File: config.mk
export PLATFORM = sky130hd
export DESIGN_NAME = watchdog_escalator
export DESIGN_NICKNAME = d
export VERILOG_FILES = /design/src/rtl/wdt_pkg.sv /design/src/rtl/wdt_period_latch.sv /design/src/rtl/wdt_tick_counter.sv /design/src/rtl/wdt_escalation_fsm.sv /design/src/rtl/watchdog_escalator.sv
export SDC_FILE = /design/constraint.sdc
export NUM_CORES = 1
export LEC_CHECK = 0
export BUFFER_PORTS_ARGS = -buffer_cell sky130_fd_sc_hd__buf_2
export CORE_MARGIN = 2
export CORE_UTILIZATION = 30
export DETAILED_ROUTE_END_ITERATION = 12
export GPL_ROUTABILITY_DRIVEN = 0
export SYNTH_ARGS = -nofsm -noshare
export SYNTH_HDL_FRONTEND = slang
export SYNTH_SLANG_ARGS = --single-unit
File: constraint.sdc
create_clock -name clk_lsc -period 3 [get_ports clk_lsc]
set_clock_uncertainty 0.15 [all_clocks]
set_input_delay 0.15 -clock clk_lsc [delete_from_list [all_inputs] [get_ports clk_lsc]]
set_output_delay 0.15 -clock clk_lsc [all_outputs]
set_load 0.05 [all_outputs]
File: src/rtl/wdt_pkg.sv
package wdt_pkg;

    typedef enum logic [1:0] {
        WD_ARMED   = 2'd0,
        WD_WARNED  = 2'd1,
        WD_TRIPPED = 2'd2
    } wd_state_e;

    // Counter width needed for the longest of NUM_PERIODS lengths
    function automatic int unsigned cnt_width(input int unsigned base_log2,
                                              input int unsigned step_log2,
                                              input int unsigned num_periods);
        return base_log2 + step_log2 * (num_periods - 1);
    endfunction

endpackage

File: src/rtl/wdt_period_latch.sv
module wdt_period_latch #(
    parameter int unsigned BASE_LOG2   = 12,
    parameter int unsigned STEP_LOG2   = 2,
    parameter int unsigned NUM_PERIODS = 4,
    localparam int unsigned SEL_W = $clog2(NUM_PERIODS),
    localparam int unsigned CNT_W = wdt_pkg::cnt_width(BASE_LOG2, STEP_LOG2, NUM_PERIODS)
) (
    input  logic             clk,
    input  logic             rst_n,
    input  logic             capture,
    input  logic [SEL_W-1:0] sel_in,
    output logic [CNT_W-1:0] terminal
);

    logic [SEL_W-1:0] active_sel;
    logic [CNT_W-1:0] term_tab [NUM_PERIODS];

    // Reset selects the shortest length; a capture loads a new code
    always_ff @(posedge clk or negedge rst_n) begin
        if (!rst_n) begin
            active_sel <= '0;
        end else if (capture) begin
            active_sel <= sel_in;
        end
    end

    for (genvar g = 0; g < NUM_PERIODS; g++) begin : g_term
        localparam logic [CNT_W:0] LEN = (CNT_W+1)'(1) << (BASE_LOG2 + STEP_LOG2 * g);
        assign term_tab[g] = CNT_W'(LEN - 1'b1);
    end

    assign terminal = term_tab[active_sel];

endmodule

File: src/rtl/wdt_tick_counter.sv
module wdt_tick_counter #(
    parameter int unsigned CNT_W = 18
) (
    input  logic             clk,
    input  logic             rst_n,
    input  logic             kick,
    input  logic [CNT_W-1:0] terminal,
    output logic             overflow
);

    logic [CNT_W-1:0] count_q;
    logic             at_end;

    assign at_end   = (count_q == terminal);
    // A kick on the terminal edge takes priority over the overflow
    assign overflow = at_end && !kick;

    always_ff @(posedge clk or negedge rst_n) begin
        if (!rst_n) begin
            count_q <= '0;
        end else if (kick || at_end) begin
            count_q <= '0;
        end else begin
            count_q <= count_q + 1'b1;
        end
    end

endmodule

File: src/rtl/wdt_escalation_fsm.sv
module wdt_escalation_fsm
    import wdt_pkg::*;
(
    input  logic clk,
    input  logic rst_n,
    input  logic kick,
    input  logic overflow,
    output logic nmi,
    output logic reset_req
);

    wd_state_e state_q, state_nx;
    logic      warn_ev;

    // State register
    always_ff @(posedge clk or negedge rst_n) begin
        if (!rst_n) begin
            state_q <= WD_ARMED;
        end else begin
            state_q <= state_nx;
        end
    end

    // Transitions WARN, TRIP, SERVICE
    always_comb begin
        state_nx = state_q;
        warn_ev  = 1'b0;
        unique case (state_q)
            WD_ARMED: begin
                if (overflow) begin
                    state_nx = WD_WARNED;
                    warn_ev  = 1'b1;
                end
            end
            WD_WARNED: begin
                if (kick) begin
                    state_nx = WD_ARMED;
                end else if (overflow) begin
                    state_nx = WD_TRIPPED;
                end
            end
            WD_TRIPPED: begin
                state_nx = WD_TRIPPED;
            end
            default: begin
                state_nx = WD_TRIPPED;
            end
        endcase
    end

    // Output register
    always_ff @(posedge clk or negedge rst_n) begin
        if (!rst_n) begin
            nmi       <= 1'b0;
            reset_req <= 1'b0;
        end else begin
            nmi       <= warn_ev;
            reset_req <= (state_nx == WD_TRIPPED);
        end
    end

endmodule

File: src/rtl/watchdog_escalator.sv
module watchdog_escalator #(
    parameter int unsigned BASE_LOG2 = 12,
    localparam int unsigned STEP_LOG2   = 2,
    localparam int unsigned NUM_PERIODS = 4,
    localparam int unsigned CNT_W = wdt_pkg::cnt_width(BASE_LOG2, STEP_LOG2, NUM_PERIODS)
) (
    input  logic       clk_lsc,
    input  logic       rst_n,
    input  logic [1:0] period_sel,
    input  logic       kick,
    output logic       nmi,
    output logic       reset_req
);

    logic [CNT_W-1:0] terminal;
    logic             overflow;

    wdt_period_latch #(
        .BASE_LOG2  (BASE_LOG2),
        .STEP_LOG2  (STEP_LOG2),
        .NUM_PERIODS(NUM_PERIODS)
    ) u_latch (
        .clk     (clk_lsc),
        .rst_n   (rst_n),
        .capture (kick),
        .sel_in  (period_sel),
        .terminal(terminal)
    );

    wdt_tick_counter #(
        .CNT_W(CNT_W)
    ) u_count (
        .clk     (clk_lsc),
        .rst_n   (rst_n),
        .kick    (kick),
        .terminal(terminal),
        .overflow(overflow)
    );

    wdt_escalation_fsm u_fsm (
        .clk      (clk_lsc),
        .rst_n    (rst_n),
        .kick     (kick),
        .overflow (overflow),
        .nmi      (nmi),
        .reset_req(reset_req)
    );

endmodule

==> results.md <==
* Nets@finish at 130
* Met1 WL at between 1000 and 1500 um
* CP max FO at 18
* Crit-path cells: ha_1 -> nand4_1 -> nor3_1 -> o211a_1 -> a31o_2
* Share of cells above drive strength 1 at ~16%
* Worst slew pin tran at ~0.62 ns
* WL final at 2220 um
* I/O pins at 7
* Layout area overhead at 12.9%
* Hold Vio Cnt, Final at 0
* Worst reg2reg startpoint: u_count.count_q[0]
* Chip Width at 67.2 um
* Top_reg_cell synth: dfrtp_1
* TritonRoute pass-1 iters at 4
* Max Clock Freq at between 400 and 500 MHz
* RSZ-0062 raised after global routing: no
* Final setup viols at 0
* Vias in the first global route at about 900
* Crit path launch: u_count.count_q[0]
* Leakage at between 0.5 and 0.6 nW
* WS Path Type: flip-flop to flip-flop
* Setup TNS at 0 ns
* Sequential cell area fraction in the yosys report at 50.1%
* Peak VDD IR at between 0.2 and 0.25 mV
* Initial antenna violation count at 0
* Total GRT Usage at between 10% and 20%
* Total global routing overflow at 0
* Port bufs at 6
* MaxCap Viol Count at 0
* Crit end category: flip-flop
* Num CTS Buffers at 3
* Final period utilization at between 80% and 90%
* Pwr dens at 430 mW/mm^2
* First-pass GRT wire length at 3970 um
* Startpoint Class: flip-flop
* Slowest cell on crit path: o211a_1
* Post-DRT Antenna Nets at 0
* DR WL met3 at around 53 um
* Core ar. at 0.00374 sq mm
* Post-synth EDFFs at 0
* Die Area at ~0.0045 sq mm
* R2R Path End: u_fsm.state_q[1]
* Initial Util at 32.1%
* Critical path arrival at between 2 and 2.5 ns
* Longest Clk Path Bufs at 2
* Synthesized Nets at 120
* Worst-skew pair later-pin latency at between 0.2 and 0.3 ns
* Worst Min Path Start: kick
* Number of fill cells at slightly above 400
* CTS clk-pin slew, worst paths at 0.08 ns
* Worst path bufs/invs at 0
* Routed WL per cell at 13.0 um
* Synthesis-stage register bit count at 24
* Netlist cell types at 34
* Root Buffer: clkbuf_8
* Final setup margin at between 0.5 and 0.6 ns
* Mean Syn Cell Area at ~11 sq um
* Hold EP: u_count.count_q[10]
* Outcome: finished, final reports clean
* Tmin final at 2.41 ns
* Placement Setup Slack at between 0.6 and 0.7 ns
* Multi-input gate area at roughly 570 sq um
* N_diodes at 0
* Reg area at approximately 600 sq um
* Top routing layer in use: met4
* Final Max Tran Viols at 0
* Worst hold path class: input port to flip-flop
* HPWL after DPL at about 1500 um
* Syn Std Cell Area at approximately 0.0012 sq mm
* Met2 wire len at 1090 um
* WHS Path Cells at 2
* Largest net degree at the start of global routing at 25
* Htree depth at 1
* R2R cell count at 5
* Flop-to-flop setup slack at around 0.6 ns
* Total power at about 0.58 mW
* Non-Filler Instances at 171
* Worst rel slew slack at 58.6%
* Via density at ~5.2
* DR iter-0 viols at 26
* Die Y at around 67 um
* Async set-reset flop share out of synthesis at between 90% and 100%
* DRC Markers at 0
* Synth warnings at 0
* Clock sinks at 24
* Post-Synthesis Cells at roughly 110
* Core Rows at 22
* CTS tree: built
* Total number of vias at 895
* Data required, critical path at 3.05 ns
* Cell count after placement at roughly 160
* CP top delay family: compound AO/OA/AOI/OAI gates
* Fin util at between 30% and 40%
* Slowest cell delay on critical path at 0.63 ns
* Post-cts resize count at 0
[synthesized netlist by cell type, types with 3 or more instances]
cell type   n  area share (%)
nand2_1     7             2.2
xnor2_1    11             8.0
nand3_1     6             2.5
dfrtp_1    24              50
nor2_1      5             1.6
nor4_1      3             1.6
nand4_1     5             2.6
nor3_1     19             7.9
[cells in the final DEF, fill, tap and decap left out, types with 3 or more instances in the layout]
master / instances
nor4_1: 3
xnor2_1: 11
nor2_1: 5
nor3_1: 19
clkbuf_8: 4
dfrtp_1: 24
dlygate4sd3_1: 3
nand3_1: 6
nand2_1: 7
nand4_1: 5
buf_2: 6
[state kept, by name, indices dropped and copies added (netlist names)]
| name | flops |
|---|---|
| u_count.count_q | 18 |
| u_fsm.state_q | 2 |
| u_latch.active_sel | 2 |
| u_fsm.nmi | 1 |
| u_fsm.reset_req | 1 |
[worst max-delay path by stage]
stage	depth (start not counted)	to	slack, ns
finish	5	u_fsm.state_q[1]	0.59
floorplan	7	u_count.count_q[11]	1.02
global route	5	u_fsm.reset_req	0.45
CTS	5	u_fsm.state_q[1]	0.59
detailed placement	5	u_fsm.state_q[1]	0.63
global placement	5	u_fsm.reset_req	0.76
[per-layer routing]
metal | vias to the layer above | track usage, %
li1 | 439 | -
met2 | 16 | 18.9
met4 | 0 | 4.08
met3 | 2 | 2.00
met5 | - | 0
met1 | 438 | 14.7
[stage by stage]
stage / cell area, sq um / hold WS (ns)
6_report: 1360 / 0.169
5_1_grt: 1360 / 0.186
4_1_cts: 1360 / 0.162
3_5_place_dp: 1270 / 0.0184
3_3_place_gp: 1270 / -0.00558
2_1_floorplan: 1200 / -0.296
[report_power, final]
group | switching [mW] | internal [mW] | total (mW)
registers | 0.00792 | 0.329 | 0.337
logic | 0.0191 | 0.0142 | 0.0334
clock network | 0.0949 | 0.117 | 0.212
[final cells by class]
type                    count  area share, %
clock buffers               4           4.06
well taps                  48           4.43
multi-input cells          84           42.2
inverters                   2          0.554
repair buffers              9           4.43
flip-flops and latches     24           44.3
[repair_timing]
action                                 4_1_cts  5_1_grt
hold buffers                                 3        0
buffers inserted                             0        0
endpoints found under the hold margin       26        0
[logic make-up (layout without fill, tap and decap cells)]
group                    count (synthesis)  after routing  share of synthesized area [%]
AND/OR/NAND/NOR                         55             55                           25.7
flip-flops                              24             24                           50.1
XOR/XNOR                                13             13                           9.49
AO/OA/AOI/OAI                           12             12                           8.76
buffers and inverters                    6             15                           2.29
multiplexers                             3              3                           2.71
adder cells (fa/ha/maj)                  1              1                           1.04
Power figures use the tool's default switching activity.
